File: config.mk
export PLATFORM = sky130hd
export DESIGN_NAME = dmcache_top
export DESIGN_NICKNAME = d
export VERILOG_FILES = /design/src/rtl/dmcache_pkg.sv /design/src/rtl/dmcache_datapath.sv /design/src/rtl/dmcache_ctrl.sv /design/src/rtl/dmcache_top.sv
export SDC_FILE = /design/constraint.sdc
export NUM_CORES = 1
export LEC_CHECK = 0
export BUFFER_PORTS_ARGS = -buffer_cell sky130_fd_sc_hd__buf_2
export CAP_MARGIN = 20
export CELL_PAD_IN_SITES_DETAIL_PLACEMENT = 1
export CELL_PAD_IN_SITES_GLOBAL_PLACEMENT = 1
export CORE_ASPECT_RATIO = 0.5
export CORE_MARGIN = 3
export CORE_UTILIZATION = 51
export DETAILED_ROUTE_END_ITERATION = 7
export PLACE_DENSITY = 0.95
export SKIP_CTS_REPAIR_TIMING = 1
export SYNTH_ARGS = -nofsm -noshare
export SYNTH_HDL_FRONTEND = slang
export SYNTH_SLANG_ARGS = --single-unit
File: constraint.sdc
create_clock -name clk -period 6.35 [get_ports clk]
set_input_delay 0.3175 -clock clk [delete_from_list [all_inputs] [get_ports clk]]
set_output_delay 0.3175 -clock clk [all_outputs]
set_load 0.02 [all_outputs]
File: src/rtl/dmcache_pkg.sv
package dmcache_pkg;
  typedef enum logic [1:0] {
    KIND_HIT  = 2'd0,
    KIND_COLD = 2'd1,
    KIND_CAP  = 2'd2,
    KIND_CONF = 2'd3
  } missKind_t;

  typedef struct packed {
    logic latchAddr;
    logic classify;
    logic fillWrite;
    logic commit;
  } ctrlStrobe_t;
endpackage

File: src/rtl/dmcache_datapath.sv
module dmcache_datapath
  import dmcache_pkg::*;
#(
  parameter int ADDR_W = 5,
  parameter int IDX_W  = 2,
  parameter int OFF_W  = 0,
  parameter int CNT_W  = 8,
  localparam int BLKA_W = ADDR_W - OFF_W,
  localparam int BLK_W  = 8 << OFF_W
) (
  input  logic              clk,
  input  logic              rstN,
  input  ctrlStrobe_t       strobe,
  input  logic [ADDR_W-1:0] reqAddr,
  input  logic [BLK_W-1:0]  memData,
  output logic              lookupHit,
  output logic [BLKA_W-1:0] memAddr,
  output logic [7:0]        rspData,
  output logic [1:0]        rspKind,
  output logic [CNT_W-1:0]  cntHit,
  output logic [CNT_W-1:0]  cntCold,
  output logic [CNT_W-1:0]  cntCap,
  output logic [CNT_W-1:0]  cntConf
);
  localparam int TAG_W = BLKA_W - IDX_W;
  localparam int LINES = 1 << IDX_W;
  localparam int NBLK  = 1 << BLKA_W;
  localparam logic [CNT_W-1:0] CNT_MAX = '1;
  localparam logic [ADDR_W-1:0] OFF_MASK = ADDR_W'((1 << OFF_W) - 1);

  logic [ADDR_W-1:0] addrQ;
  logic              lineValid [LINES];
  logic [TAG_W-1:0]  lineTag   [LINES];
  logic [BLK_W-1:0]  lineData  [LINES];
  logic [NBLK-1:0]   seenMap;
  logic              shValid   [LINES];
  logic [BLKA_W-1:0] shBlk     [LINES];
  missKind_t         kindQ, kindNow;

  logic [BLKA_W-1:0] blkAddr;
  logic [IDX_W-1:0]  idx;
  logic [TAG_W-1:0]  tag;
  logic [ADDR_W-1:0] byteSel;
  logic              shHit;
  logic [IDX_W-1:0]  shPos;

  assign blkAddr = addrQ[ADDR_W-1:OFF_W];
  assign idx     = blkAddr[IDX_W-1:0];
  assign tag     = blkAddr[BLKA_W-1:IDX_W];
  assign byteSel = addrQ & OFF_MASK;
  assign memAddr = blkAddr;
  assign lookupHit = lineValid[idx] && (lineTag[idx] == tag);
  assign rspData = lineData[idx][byteSel*8 +: 8];
  assign rspKind = kindQ;

  // Shadow store search; on a miss the whole list shifts (position = last)
  always_comb begin
    shHit = 1'b0;
    shPos = IDX_W'(LINES - 1);
    for (int i = 0; i < LINES; i++) begin
      if (shValid[i] && shBlk[i] == blkAddr) begin
        shHit = 1'b1;
        shPos = IDX_W'(i);
      end
    end
  end

  always_comb begin
    if (lookupHit)             kindNow = KIND_HIT;
    else if (!seenMap[blkAddr]) kindNow = KIND_COLD;
    else if (shHit)            kindNow = KIND_CONF;
    else                       kindNow = KIND_CAP;
  end

  function automatic logic [CNT_W-1:0] satInc(input logic [CNT_W-1:0] v);
    return (v == CNT_MAX) ? v : v + 1'b1;
  endfunction

  always_ff @(posedge clk) begin
    if (!rstN) begin
      addrQ   <= '0;
      kindQ   <= KIND_HIT;
      seenMap <= '0;
      cntHit  <= '0;
      cntCold <= '0;
      cntCap  <= '0;
      cntConf <= '0;
      for (int i = 0; i < LINES; i++) begin
        lineValid[i] <= 1'b0;
        lineTag[i]   <= '0;
        lineData[i]  <= '0;
        shValid[i]   <= 1'b0;
        shBlk[i]     <= BLKA_W'(i);
      end
    end else begin
      if (strobe.latchAddr) addrQ <= reqAddr;
      if (strobe.classify)  kindQ <= kindNow;
      if (strobe.fillWrite) begin
        lineValid[idx] <= 1'b1;
        lineTag[idx]   <= tag;
        lineData[idx]  <= memData;
      end
      if (strobe.commit) begin
        seenMap[blkAddr] <= 1'b1;
        for (int i = 1; i < LINES; i++) begin
          if (i <= int'(shPos)) begin
            shBlk[i]   <= shBlk[i-1];
            shValid[i] <= shValid[i-1];
          end
        end
        shBlk[0]   <= blkAddr;
        shValid[0] <= 1'b1;
        case (kindQ)
          KIND_HIT:  cntHit  <= satInc(cntHit);
          KIND_COLD: cntCold <= satInc(cntCold);
          KIND_CAP:  cntCap  <= satInc(cntCap);
          default:   cntConf <= satInc(cntConf);
        endcase
      end
    end
  end

  // the line just filled must satisfy the next lookup
  p_fill_then_hit_r4: assert property (@(posedge clk) disable iff (!rstN)
    strobe.fillWrite |=> lookupHit);

  // a counter at its ceiling stays there
  p_hit_sat_r9: assert property (@(posedge clk) disable iff (!rstN)
    (cntHit == CNT_MAX) |=> (cntHit == CNT_MAX));
  p_cold_sat_r9: assert property (@(posedge clk) disable iff (!rstN)
    (cntCold == CNT_MAX) |=> (cntCold == CNT_MAX));
endmodule

File: src/rtl/dmcache_ctrl.sv
module dmcache_ctrl
  import dmcache_pkg::*;
(
  input  logic        clk,
  input  logic        rstN,
  input  logic        reqValid,
  input  logic        lookupHit,
  input  logic        memAck,
  output ctrlStrobe_t strobe,
  output logic        memReq,
  output logic        rspReady,
  output logic        stall
);
  typedef enum logic [1:0] {ST_IDLE, ST_LOOK, ST_FILL, ST_RESP} ctrlState_t;
  ctrlState_t state, stateNext;

  always_comb begin
    stateNext = state;
    strobe    = '0;
    case (state)
      ST_IDLE: if (reqValid) begin
        strobe.latchAddr = 1'b1;
        stateNext = ST_LOOK;
      end
      ST_LOOK: begin
        strobe.classify = 1'b1;
        stateNext = lookupHit ? ST_RESP : ST_FILL;
      end
      ST_FILL: if (memAck) begin
        strobe.fillWrite = 1'b1;
        stateNext = ST_RESP;
      end
      default: begin
        strobe.commit = 1'b1;
        stateNext = ST_IDLE;
      end
    endcase
  end

  always_ff @(posedge clk) begin
    if (!rstN) state <= ST_IDLE;
    else       state <= stateNext;
  end

  assign memReq   = (state == ST_FILL);
  assign rspReady = (state == ST_RESP);
  assign stall    = (state != ST_IDLE);

  // completion is a single-cycle pulse
  p_rsp_pulse_r11: assert property (@(posedge clk) disable iff (!rstN)
    rspReady |=> !rspReady);
  // a block read is only outstanding while the line misses
  p_read_on_miss_r3: assert property (@(posedge clk) disable iff (!rstN)
    memReq |-> !lookupHit);
  // stall holds until the response has been given
  p_stall_hold_r10: assert property (@(posedge clk) disable iff (!rstN)
    (stall && !rspReady) |=> stall);
endmodule

File: src/rtl/dmcache_top.sv
module dmcache_top
  import dmcache_pkg::*;
#(
  parameter int ADDR_W = 5,
  parameter int IDX_W  = 2,
  parameter int OFF_W  = 0,
  parameter int CNT_W  = 8
) (
  input  logic                      clk,
  input  logic                      rstN,
  input  logic                      reqValid,
  input  logic [ADDR_W-1:0]         reqAddr,
  output logic                      stall,
  output logic                      rspReady,
  output logic [7:0]                rspData,
  output logic [1:0]                rspKind,
  output logic                      memReq,
  output logic [ADDR_W-OFF_W-1:0]   memAddr,
  input  logic                      memAck,
  input  logic [(8<<OFF_W)-1:0]     memData,
  output logic [CNT_W-1:0]          cntHit,
  output logic [CNT_W-1:0]          cntCold,
  output logic [CNT_W-1:0]          cntCap,
  output logic [CNT_W-1:0]          cntConf
);
  ctrlStrobe_t strobe;
  logic        lookupHit;

  dmcache_ctrl u_ctrl (
    .clk(clk), .rstN(rstN), .reqValid(reqValid), .lookupHit(lookupHit),
    .memAck(memAck), .strobe(strobe), .memReq(memReq),
    .rspReady(rspReady), .stall(stall)
  );

  dmcache_datapath #(
    .ADDR_W(ADDR_W), .IDX_W(IDX_W), .OFF_W(OFF_W), .CNT_W(CNT_W)
  ) u_dp (
    .clk(clk), .rstN(rstN), .strobe(strobe), .reqAddr(reqAddr),
    .memData(memData), .lookupHit(lookupHit), .memAddr(memAddr),
    .rspData(rspData), .rspKind(rspKind), .cntHit(cntHit),
    .cntCold(cntCold), .cntCap(cntCap), .cntConf(cntConf)
  );
endmodule

; After elaboration in Yosys (flattened, before gate mapping)
; Memory sizes are Yosys's and may differ from the RTL's. A register that Yosys moved wholly into a read port is not among the register bits.
; Index checks and enable logic that the tools add are counted.
[totals]
reg_bits = 73
latch_bits = 0
ram_bits = 72
romBits = 0
in_bits = 17
output_inout_bits = 50
elab_cells = 138
memories = 5
[op_classes]
add_sub_neg = 4
mul = 0
n_div = 0
magnitude_cmp = 5
eq_ne = 16
shift = 0
n_mux = 66
bitwise = 15
reduce_logical = 19
[memory_table]
columns = memory, depth, word_bits, rd, rd_ports_with_merged_regs, write_ports, line
row1 = u_dp.lineData, 4, 8, 1, 1, 4, dmcache_datapath.sv:34  ; logic [BLK_W-1:0] lineData [LINES];
row2 = u_dp.shBlk, 4, 5, 4, 0, 4, dmcache_datapath.sv:37  ; logic [BLKA_W-1:0] shBlk [LINES];
row3 = u_dp.lineTag, 4, 3, 1, 1, 4, dmcache_datapath.sv:33  ; logic [TAG_W-1:0] lineTag [LINES];
row4 = u_dp.lineValid, 4, 1, 1, 1, 4, dmcache_datapath.sv:32  ; logic lineValid [LINES];
row5 = u_dp.shValid, 4, 1, 4, 0, 4, dmcache_datapath.sv:36  ; logic shValid [LINES];
[op_table]
columns = op, count
row1 = 1-bit 2-to-1 mux, 40
row2 = 2-bit 2-to-1 mux, 17
row3 = 8-bit by 1-bit adder with 8-bit output (second input constant), 4
row4 = 8-bit equality test (second input constant), 4
row5 = 32-bit OR, 1
row6 = 5-bit equality test, 4
row7 = 5-bit 2-to-1 mux, 4
row8 = 3-bit AND reduction, 4
row9 = 3-bit OR reduction, 3
row10 = 8-bit 2-to-1 mux, 1
row11 = 1-bit OR, 8
row12 = 8-bit OR reduction, 1
row13 = 2-bit equality test (second input constant), 3
row14 = 1-bit logical AND, 6
row15 = 5-bit by 6-bit < comparator with 1-bit output (second input constant), 1
row16 = 1-bit inverter, 6
row17 = 2-bit one-hot mux with 3 select lines, 1
row18 = 1-bit binary-select mux with 5-bit select, 1
row19 = 1-bit demux with 5-bit select, 1
row20 = 5-bit by 1-bit >= comparator with 1-bit output (second input constant), 1
row21 = 2-bit by 1-bit equality test with 1-bit output (second input constant), 2
row22 = 2-bit less-or-equal comparator (first input constant), 2
row23 = 2-bit zero test, 2
row24 = 3-bit equality test, 1
row25 = 7 further kinds, 7

; Depth between registers and ports, before layout
; Gate-level depths: netlist of the first run.
; An unclocked memory read counts as a cell.
[logic_depth]
ltp_word = 13
ltp_mapped = 8
depth_no_buf = 7

; Cells and area by module
; A second synthesis of the first run with hierarchy kept.
[hier_totals]
cells_unflattened = 628
hier_area_um2 = 6742.7
[by_module_without_submodules]
columns = mod, instances, cells_per_inst, area_per_inst_um2, seq_area_each_um2
row1 = dmcache_datapath, 1, 606, 6560.0, 3563.4
row2 = dmcache_ctrl, 1, 22, 182.7, 40.0

; Worst setup path after synthesis of the first run
; OpenSTA, ideal clock, no wires.
[synth_timing]
kind = register to register
from = register u_dp.addrQ[1], in the netlist u_dp.memAddr[1]
to = memory u_dp.lineData[2][0] (netlist name) (enable)
setup_time_ps = 394
t_arrival_ps = 1838
required_time_ps = 5956
path_slack_ps = 4118
stages_incl_launch_ff = 5
n_path_buf = 2
synth_period_minus_slack_ps = 2232
path_cell_list = dfxtp_1 buf_2 buf_2 nand2_1 o21ai_0
[synth_lines]
columns = item, line
row1 = from (decl), dmcache_datapath.sv:31  ; logic [ADDR_W-1:0] addrQ;
row2 = from (signal assigned), dmcache_datapath.sv:96  ; if (strobe.latchAddr) addrQ <= reqAddr;
row3 = to (decl), dmcache_datapath.sv:34

; Worst setup path in the final report of the first run
[layout_timing]
from = register u_ctrl.state[1]
to = register u_dp.cntHit[7]
[layout_between]
elab_chain_cells = 4
elab_cells_between_ends = 6
cone_classes = eq/ne: 2 / bitwise: 1 / reduce/logical: 3
[layout_rtl]
columns = item, line
row1 = from (decl), dmcache_ctrl.sv:15  ; ctrlState_t state, stateNext;
row2 = from (signal assigned), dmcache_ctrl.sv:42  ; else state <= stateNext;
row3 = "2-bit equality test, or another cell as far along", dmcache_ctrl.sv:20  ; case (state)
row4 = 3-bit OR reduction (no source line) (*), -
row5 = 1-bit inverter (no source line) (*), -
row6 = 3-bit AND reduction (no source line) (*), -
row7 = to (signal assigned), dmcache_datapath.sv:114  ; KIND_HIT: cntHit <= satInc(cntHit);
row8 = to (decl), dmcache_datapath.sv:20  ; output logic [CNT_W-1:0] cntHit,
; Every way passes the cells marked *; elsewhere a longest branch is shown, timed or not.
; A chain may end at the register's enable or synchronous reset.

==> impl_results.md, run 1 <==
- Synth Cell Area: 6670 um^2
- Die Width: 168 um
- WP data arrival: slightly above 3 ns
- Crit-path max cell delay: about 0.6 ns
- Area Growth Syn to Fin: 15.3%
- Fmax: 371 MHz
- Status: completed
- Final period utilization: 42.4%
- Critical path class: flop to flop
- Crit-path max FO: 15
- Cell Chain, Critical Path: ha_1 > inv_1 > nor4_4 > nand3_2 > or3_1 > a21boi_1
- Top-area cell type share of the netlist area: 29.7%
- H-tree levels: 4
- Leading cell type in the layout, fill and taps excluded: dfxtp_1
- R2r endpoint: u_dp.cntHit[7]
- First-pass GRT wire length: between 20000 and 30000 um
- # port buffers: 66
- R2R cell count: 6
- Vias in the first global route: 5160
- Antenna Cells: 0
- GRT met3 Usage: 4.33%
- Dpl ws: 3.73 ns
- Tmin final: about 2.7 ns
- Pin count of the biggest net entering global routing: 97
- Via Count: 4823
- Async set-reset flop share out of synthesis: 0%
- Pre-Repair DR Iteration Count: 5
- Pwr per Cell Area: 339 nW/um^2
- Count of final setup violators: 0
- Rel. slew slack: 40.7%
- Total of max-cap violations: 0
- Reg-to-reg setup timing slack: roughly 3.7 ns
- Fin nets: 689
- #FFs+latches synth: 147
- Total grt overflow: 0
- Initial Util: 54.2%
- Antenna violations before repair: 0
- WP data required: 6.69 ns
- Site row count: 28
- Root Buffer: clkbuf_16
- Post-DR vias/cell: 5.73
- Core outline area: 12300 um^2
- Routed length per instance: 21.2 um
- Worst setup SP type: flop
- Worst-Skew Late Latency: 0.42 ns
- RR Startpoint: u_ctrl.state[1]
- Share of layout cells above drive strength 1: 18.9%
- CP endpoint kind: flop
- EDFF count, synth: 66
- Syn. warnings: 0
- Post-DP HPWL: 11200 um
- Yosys top cell by area: edfxtp_1
- Placer Congestion: 0.872
- RSZ-0062 raised after global routing: no
- Reg area: 3600 um^2
- Worst VDD drop: 0.187 mV
- Worst hold endpoint: u_dp.memAddr[2]
- CTS tree: done
- Hold Path Cell Cnt: 3
- Synthesized net count: between 600 and 700
- Final wirelength: 17900 um
- Min-delay worst type: primary input to flop
- Worst-Margin Slew: 0.888 ns
- Antenna viol nets, final: 0
- Seq/Total Area, Yosys: a little over half
- Final hold viol count: 0
- Pins Over Slew Limit: 0
- Area of the multi-input gates: 2820 um^2
- Slowest CP cell: ha_1
- DIE HEIGHT: 86.8 um
- Cells after synthesis: 605
- DR iter-0 viols: 313
- Hold_sp: reqAddr[2]
- Synth cell types: 55
- Clk slew on worst S/H paths: around 0.060 ns
- Leak: roughly 3.1 nW
- Ys flop type: dfxtp_1
- CTS buffer count: 17
- Top cells by area, synth: edfxtp_1 30%, dfxtp_1 24%, mux4_2 4.1%
- GR Util met1: just over 30%
- M2 GR Usage: a little under half
- Final worst setup slack: 3.66 ns
- Top Usage Layer GRT: met2
- Final setup TNS: 0 ns
- Die area: 14600 um^2
- CTS sink cnt: 147
- Clk buf depth: 2
- Commonest cells after routing, fill and taps aside: 81 x dfxtp_1, 66 x buf_2, 66 x edfxtp_1
- Syn avg cell area: 11.0 um^2
- DRC: 0
- Fillers: 1289
- # IOs: 67
- Total GRT Usage: 25.2%
- Post-Route Skew: 0.00941 ns
-- cells in the mapped netlist, types with 14 or more instances --
library cell,instances
edfxtp_1,66
xnor2_1,22
and2_1,36
mux2i_1,22
nor2_1,60
xor2_1,26
clkbuf_1,17
nor2b_1,16
nand2_1,42
o21ai_0,16
inv_1,22
dfxtp_1,81
and3_1,14
o21a_1,27
nand3_1,20
-- cell type report --
class                   count  area share, %
multi-input cells         404           36.7
clock buffers              18           5.58
flip-flops and latches    147           46.9
inverters                  22           1.07
clock inverters            14           2.31
well taps                 165           2.69
repair buffers             71           4.78
-- logic make-up (layout without fill, tap and decap cells) --
group / after synthesis / after routing / synth area share, %
compound gates: 77 / 77 / 8.15
xor+xnor: 48 / 48 / 6.31
fa+ha+maj: 9 / 9 / 1.69
buf+inv: 54 / 125 / 3.62
flops: 147 / 147 / 54.1
mux: 35 / 35 / 7.53
simple gates: 235 / 235 / 18.7
-- critical path, delay by kind of cell (launching register included) --
| kind | cells | cell delay (ns) |
|---|---|---|
| adder cells (fa/ha/maj) | 1 | 0.59 |
| AND/OR/NAND/NOR | 3 | 1.10 |
| AO/OA/AOI/OAI | 1 | 0.16 |
| flip-flops | 1 | 0.41 |
| buffers and inverters | 1 | 0.35 |
-- worst max path at each step --
stage,from,endpoint,slack (ns),depth (start not counted)
floorplan,u_dp.memAddr[1],u_dp.lineData[2][0],4.12,4
global placement,u_ctrl.state[0],u_dp.cntHit[7],3.86,6
detailed placement,u_ctrl.state[1],u_dp.cntHit[5],3.73,6
CTS,u_ctrl.state[1],u_dp.cntHit[7],3.66,6
global route,u_ctrl.state[0],u_dp.cntHit[7],3.41,6
finish,u_ctrl.state[1],u_dp.cntHit[7],3.66,6
-- per-layer routing --
layer / wire, um / part of all wire, % / vias to the layer above
li1: - / - / 2229
met1: 7650 / 43 / 2404
met2: 8940 / 50 / 156
met3: 853 / 4.8 / 34
met4: 407 / 2.3 / 0
met5: 0 / 0 / -
-- sequential cells by signal, indices dropped and copies added, names as in the netlist, named ones only --
name            flops
u_dp.memAddr        5
u_dp.lineValid      4
u_dp.shValid        4
u_dp.shBlk         20
u_dp.seenMap       32
u_dp.cntConf        8
u_ctrl.state        2
u_dp.rspKind        2
u_dp.cntCap         8
u_dp.cntHit         8
u_dp.cntCold        8
u_dp.lineData      32
u_dp.lineTag       12
-- report_power, final --
group          switching (mW)  leakage (nW)  internal [mW]
clock network           0.419         0.293          0.624
registers              0.0924          1.32           1.05
logic                   0.267          1.51          0.155
total                   0.778          3.12           1.83
-- through the flow --
| stage | hold slack (ns) | power, mW | instance area (um^2) | std cells | utilization [%] |
|---|---|---|---|---|---|
| 6_report | 0.178 | 2.60 | 7690 | 841 | 62.5 |
| 5_1_grt | 0.179 | 2.70 | 7690 | 841 | 62.5 |
| 2_1_floorplan | 0.421 | 1.43 | 6670 | 605 | - |
| 3_3_place_gp | 0.435 | 1.54 | 7080 | 809 | 57.6 |
| 3_5_place_dp | 0.458 | 1.56 | 7080 | 809 | 57.6 |
| 4_1_cts | 0.170 | 2.61 | 7690 | 841 | 62.5 |
Note: power is estimated with default switching activity, not from simulation.
==> inputs of run 2 (changes only) <==
- CORE_UTILIZATION: 51 -> 42
- PLACE_DENSITY: 0.95 -> 0.86
- clock period: 6.35 -> 2.43 ns (I/O delays scaled with it)
==> run 2 against run 1 <==
Compared with the run above:
- the flow now finishes with violations (negative hold slack)
- maximum frequency up 16%
- global-route usage down 5.5 points
- via count down 0.46%
- combinational power rose to 2.9 times the previous value
- final area up 2.4%
- clock skew down 0.0012 ns
- cell count up 6.1%
- largest cell class unchanged
- clock-buffer cell count up 1
==> impl_results.md, run 2 (synthesized netlist as in run 1, its figures left out) <==
- Share of layout cells above drive strength 1: 20.5% (+1.5 points)
- Worst VDD drop: 0.611 mV (+230%)
- Initial Util: 44.5% (-9.7 points)
- DIE HEIGHT: 95.1 um (+9.5%)
- Final wirelength: 16600 um (-7.2%)
- # port buffers: 66 (unchanged)
- Total grt overflow: 0 (unchanged)
- Min-delay worst type: primary input to flop
- Leak: 3.21 nW (+2.8%)
- Switching part of the total: 28.6% (-1.3 points)
- Via Count: 4801 (-0.46%)
- # IOs: 67 (unchanged)
- Antenna violations before repair: 0 (unchanged)
- Logic pwr share: 18.0% (+1.8 points)
- Final worst setup slack: 0.113 ns (-3.54 ns)
- DRC: 0 (unchanged)
- Final period utilization: 95.3% (+53 points)
- Top Usage Layer GRT: met2
- Dpl ws: 0.151 ns (-3.58 ns)
- M2 GR Usage: 34.1% (-12 points)
- RSZ-0062 raised after global routing: no
- Worst-Skew Late Latency: 0.42 ns (about the same)
- First-pass GRT wire length: 26700 um (-6.1%)
- Fin nets: 707 (+2.6%)
- Status: finished with violations
- Total GRT Usage: 19.7% (-5.5 points)
- Antenna viol nets, final: 0 (unchanged)
- Count of final setup violators: 0 (unchanged)
- Slowest CP cell: dfxtp_1
- Leading cell type in the layout, fill and taps excluded: dfxtp_1
- CP endpoint kind: flop
- P_int: 4.91 mW (+170%)
- Clock Power Share: 39.6% (-0.5 points)
- Failing checks: negative hold slack
- Site row count: 31 (+11%)
- Clk buf depth: 2 (unchanged)
- CTS sink cnt: 147 (unchanged)
- Root Buffer: clkbuf_16
- Post-Route Skew: 0.00816 ns (-0.00125 ns)
- Area Growth Syn to Fin: 18.1%
- Psw: 1.97 mW (+150%)
- Cell Chain, Critical Path: xor2_1 > nor4_2 > a31oi_1 > a31o_2 > nand2_1
- Routed length per instance: 18.6 um (-13%)
- Post-DR vias/cell: 5.38 (-6.1%)
- Die Width: 184 um (+9.8%)
- CTS tree: done
- Worst setup SP type: flop
- H-tree levels: 4 (unchanged)
- Pwr per Cell Area: 874 nW/um^2 (+160%)
- GR Util met1: 24.7% (-6.2 points)
- Clk slew on worst S/H paths: 0.06 ns (about the same)
- Vias in the first global route: 5117 (-0.83%)
- WP data arrival: 2.43 ns (-0.60 ns)
- Post-DP HPWL: 11300 um (+0.32%)
- Critical path class: flop to flop
- CTS buffer count: 17 (unchanged)
- Final setup TNS: 0 ns (unchanged)
- Final hold viol count: 1 (+1)
- Top Registers: u_dp.lineData: 32 flops, u_dp.seenMap: 32 flops, u_dp.shBlk: 20 flops
- Core outline area: 15000 um^2 (+22%)
- Die area: 17500 um^2 (+20%)
- Antenna Cells: 0 (unchanged)
- Total of max-cap violations: 0 (unchanged)
- DR iter-0 viols: 214 (-32%)
- Pin count of the biggest net entering global routing: 38 (-61%)
- Pre-Repair DR Iteration Count: 5 (unchanged)
- Crit-path max FO: 9 (-6)
- Placer Congestion: 0.804 (-7.8%)
- Fmax: 432 MHz (+16%)
- Worst-Margin Slew: 0.548 ns (-0.340 ns)
- WP data required: 2.54 ns (-4.15 ns)
- Rel. slew slack: 63.2% (+22 points)
- Pins Over Slew Limit: 0 (unchanged)
- Sequential Power Share: 42.5% (-1.2 points)
- Tmin final: 2.32 ns (-0.376 ns)
- GRT met3 Usage: 4.34% (+0.016 points)
- Commonest cells after routing, fill and taps aside: 79 x dfxtp_1, 66 x buf_2, 66 x edfxtp_1
- Crit-path max cell delay: 0.64 ns (+0.05 ns)
- Hold_ws: -0.0178 ns (-0.196 ns)
run 2: changes by cell type in the layout (fill, tap and decap cells not counted), sizes merged:
cell | before | now
dlygate4sd3 | 0 | 2
buf | 71 | 87
inv | 25 | 22
bufinv | 3 | 4
clkbuf | 18 | 19
clkinvlp | 1 | 2
run 2: final timing paths:
check	start	cells after the start	slack [ns]	end
setup / recovery	u_dp.memAddr[3]	5	0.11	u_dp.shBlk[1][2]
hold / removal	reqAddr[3]	3	-0.02	u_dp.memAddr[3]
hold reg to reg	u_dp.seenMap[10]	1	0.46	u_dp.seenMap[10]
setup reg to reg	u_dp.memAddr[3]	5	0.11	u_dp.shBlk[1][2]
run 2: metrics by stage:
step / cell area, um^2 / utilization (%) / hold slack [ns] / instances / power (mW)
3_5_place_dp: 7260 / 48.5 / 0.416 / 858 / 4.18
2_1_floorplan: 6670 / - / 0.278 / 605 / 3.74
5_1_grt: 7880 / 52.6 / 0.0138 / 892 / 7.15
6_report: 7880 / 52.6 / -0.0178 / 892 / 6.88
4_1_cts: 7850 / 52.5 / -0.0316 / 890 / 6.92
3_3_place_gp: 7260 / 48.5 / 0.397 / 858 / 4.13
run 2: area by class of cell:
class | instances | area (um^2)
clock buffer | 19 | 433
timing repair buffer | 89 | 520
multi-input combinational | 404 | 2820
sequential | 147 | 3610
tap | 198 | 248
clock inverter | 13 | 165
fill | 1625 | 7100
inverter | 22 | 82.6
run 2: metal layers:
metal	part of all wire, %	wire length (um)
met5	0	0
met4	1.6	257
met3	4.1	672
met2	49	8050
met1	46	7590
run 2: critical path, delay by kind of cell, from the launching register on:
family / cells / cell delay, ns
flip-flops: 1 / 0.64
XOR/XNOR: 1 / 0.17
AO/OA/AOI/OAI: 2 / 0.61
AND/OR/NAND/NOR: 2 / 0.59
run 2: power groups by stage:
stage	registers, mW	logic (mW)	clock network (mW)
finish	2.92	1.24	2.72
global route	2.94	1.34	2.87
CTS	2.92	1.23	2.77
detailed placement	2.97	1.21	0
global placement	2.95	1.18	0
floorplan	2.90	0.841	0
==> inputs of run 3 (changes only) <==
- BUFFER_PORTS_ARGS: -buffer_cell sky130_fd_sc_hd__buf_2 -> not set
- CORE_UTILIZATION: 42 -> 54
- DONT_BUFFER_PORTS: not set -> 1
- GPL_TIMING_DRIVEN: not set -> 0
- PLACE_DENSITY: 0.86 -> 0.95
- clock period: 2.43 -> 2.7 ns (I/O delays scaled with it)
==> run 3 against run 2 <==
Compared with the run above:
- the run still ends with negative hold slack left
- global-route usage rose by 10 points
- hold slack got worse by 0.0025 ns
- sequential share of layout area rose by 1.4 points
- first-iteration DRC count rose by 130%
- largest power group unchanged
==> impl_results.md, run 3 (synthesized netlist as in run 1, its figures left out) <==
- WP data required: 2.80 ns (+0.26 ns)
- Clk slew on worst S/H paths: 0.07 ns (about the same)
- Final worst setup slack: 0.0776 ns (-0.0358 ns)
- Count of final setup violators: 0 (unchanged)
- Post-Route Skew: 0.00911 ns (+0.000951 ns)
- Total of max-cap violations: 0 (unchanged)
- DP Area: 6890 um^2 (-5.1%)
- Total GRT Usage: 29.9% (+10 points)
- Antenna viol nets, final: 0 (unchanged)
- Top Registers: u_dp.lineData: 32 flops, u_dp.seenMap: 32 flops, u_dp.shBlk: 20 flops
- Leak: 2.93 nW (-8.8%)
- Root Buffer: clkbuf_16
- Worst VDD drop: 0.465 mV (-24%)
- Clk buf depth: 2 (unchanged)
- Total grt overflow: 0 (unchanged)
- DR iter-0 viols: 501 (+130%)
- Via Count: 5181 (+7.9%)
- Failing checks: negative hold slack
- Post-DR vias/cell: 6.36 (+18%)
- Design area: 7640 um^2 (-3.0%)
- Worst-Skew Late Latency: 0.43 ns (about the same)
- Worst-Margin Slew: 0.702 ns (+0.154 ns)
- DRC: 0 (unchanged)
- CTS sink cnt: 147 (unchanged)
- Worst setup SP type: flop
- Rel. slew slack: 53.1% (-10 points)
- Slowest CP cell: dfxtp_1
- Die Width: 163 um (-11%)
- R2R cell count: 7 (+2)
- Min-delay worst type: primary input to flop
- DIE HEIGHT: 84.6 um (-11%)
- Hold Path Cell Cnt: 2 (-1)
- Pins Over Slew Limit: 0 (unchanged)
- Placer Congestion: 0.841 (+4.6%)
- Die area: 13800 um^2 (-21%)
- Leading cell type in the layout, fill and taps excluded: dfxtp_1
- Antenna violations before repair: 0 (unchanged)
- Fmax: 381 MHz (-12%)
- Critical path class: flop to flop
- Buf+Inv Stages, Crit Path: 1 (+1)
- Final period utilization: 97.1% (+1.8 points)
- CP endpoint kind: flop
- Routed length per instance: 26.3 um (+42%)
- # IOs: 67 (unchanged)
- Hold_ws: -0.0203 ns (-0.00254 ns)
- Final hold viol count: 2 (+1)
- Crit-path max cell delay: 0.47 ns (-0.17 ns)
- Antenna Cells: 0 (unchanged)
- Area Growth Syn to Fin: 14.6%
- First-pass GRT wire length: 31100 um (+16%)
- Fin nets: 668 (-5.5%)
- Commonest cells after routing, fill and taps aside: 81 x dfxtp_1, 66 x edfxtp_1, 60 x nor2_1
- Tmin final: 2.62 ns (+0.306 ns)
- Cell Chain, Critical Path: buf_2 > xor2_1 > nor4_1 > and3_1 > a31oi_1 > a31o_2 > nand2_1
- Stages on worst setup path: 7 (+2)
- Vias in the first global route: 5544 (+8.3%)
- Core outline area: 11500 um^2 (-23%)
- Pre-Repair DR Iteration Count: 7 (+2)
- CTS tree: done
- Initial Util: 57.9% (+13 points)
- Pwr per Cell Area: 823 nW/um^2 (-5.8%)
- Top delay family on crit path: simple AND/OR/NAND/NOR gates
- WP data arrival: 2.72 ns (+0.29 ns)
- Post-DP HPWL: 12400 um (+10%)
- CTS buffer count: 17 (unchanged)
- Status: finished with violations
- H-tree levels: 4 (unchanged)
- Crit-path max FO: 10 (+1)
- Share of layout cells above drive strength 1: 11.6% (-8.9 points)
- # port buffers: 0 (-100%)
- Site row count: 27 (-13%)
- Dpl ws: 0.210 ns (+0.0587 ns)
- Pin count of the biggest net entering global routing: 17 (-55%)
- Final wirelength: 21400 um (+29%)
[run 3: cell count changes in the layout (fill, tap and decap cells not counted), sizes merged]
| cell | previous run | this run |
|---|---|---|
| inv | 22 | 30 |
| bufinv | 4 | 2 |
| buf | 87 | 18 |
| clkinvlp | 2 | 4 |
| dlygate4sd3 | 2 | 16 |
| clkinv | 7 | 1 |
| clkbuf | 19 | 33 |
[run 3: stage by stage]
step	setup TNS [ns]	hold slack (ns)	total power, mW	instances	util, %
finish	0	-0.0203	6.29	814	66.3
global route	-0.0459	0.00800	6.47	814	66.3
global placement	-9.73	0.305	3.60	764	59.6
floorplan	0	0.291	3.37	605	-
CTS	0	-0.128	6.16	799	65.0
detailed placement	0	0.307	3.68	767	59.8
[run 3: final cells by class]
cell class                 instances  area (um^2)
buffer                            31          155
clock buffer                      17          425
clock inverter                    15          171
fill                            1158         3880
inverter                          22         82.6
multi-input combinational        404         2820
sequential                       147         3600
tap                              159          199
timing repair buffer              19          183
[run 3: report_power, final]
group          internal [mW]  switching, mW
Sequential              2.46          0.159
Clock                   1.39           1.10
Combinational          0.380          0.798
[run 3: worst paths after layout]
kind                         start                   to  slack (ns)
setup / recovery   u_dp.memAddr[2]     u_dp.shBlk[1][3]        0.08
hold / removal          memData[6]  u_dp.lineData[3][6]       -0.02
setup reg to reg   u_dp.memAddr[2]     u_dp.shBlk[1][3]        0.08
hold reg to reg   u_dp.seenMap[15]     u_dp.seenMap[15]        0.49
[run 3: layer usage]
layer	up-vias	track usage [%]	share of wire [%]
met3	88	8.92	9.0
li1	2186	-	-
met5	-	0	0
met4	0	15.3	3.8
met2	325	51.0	48
met1	2582	34.4	39
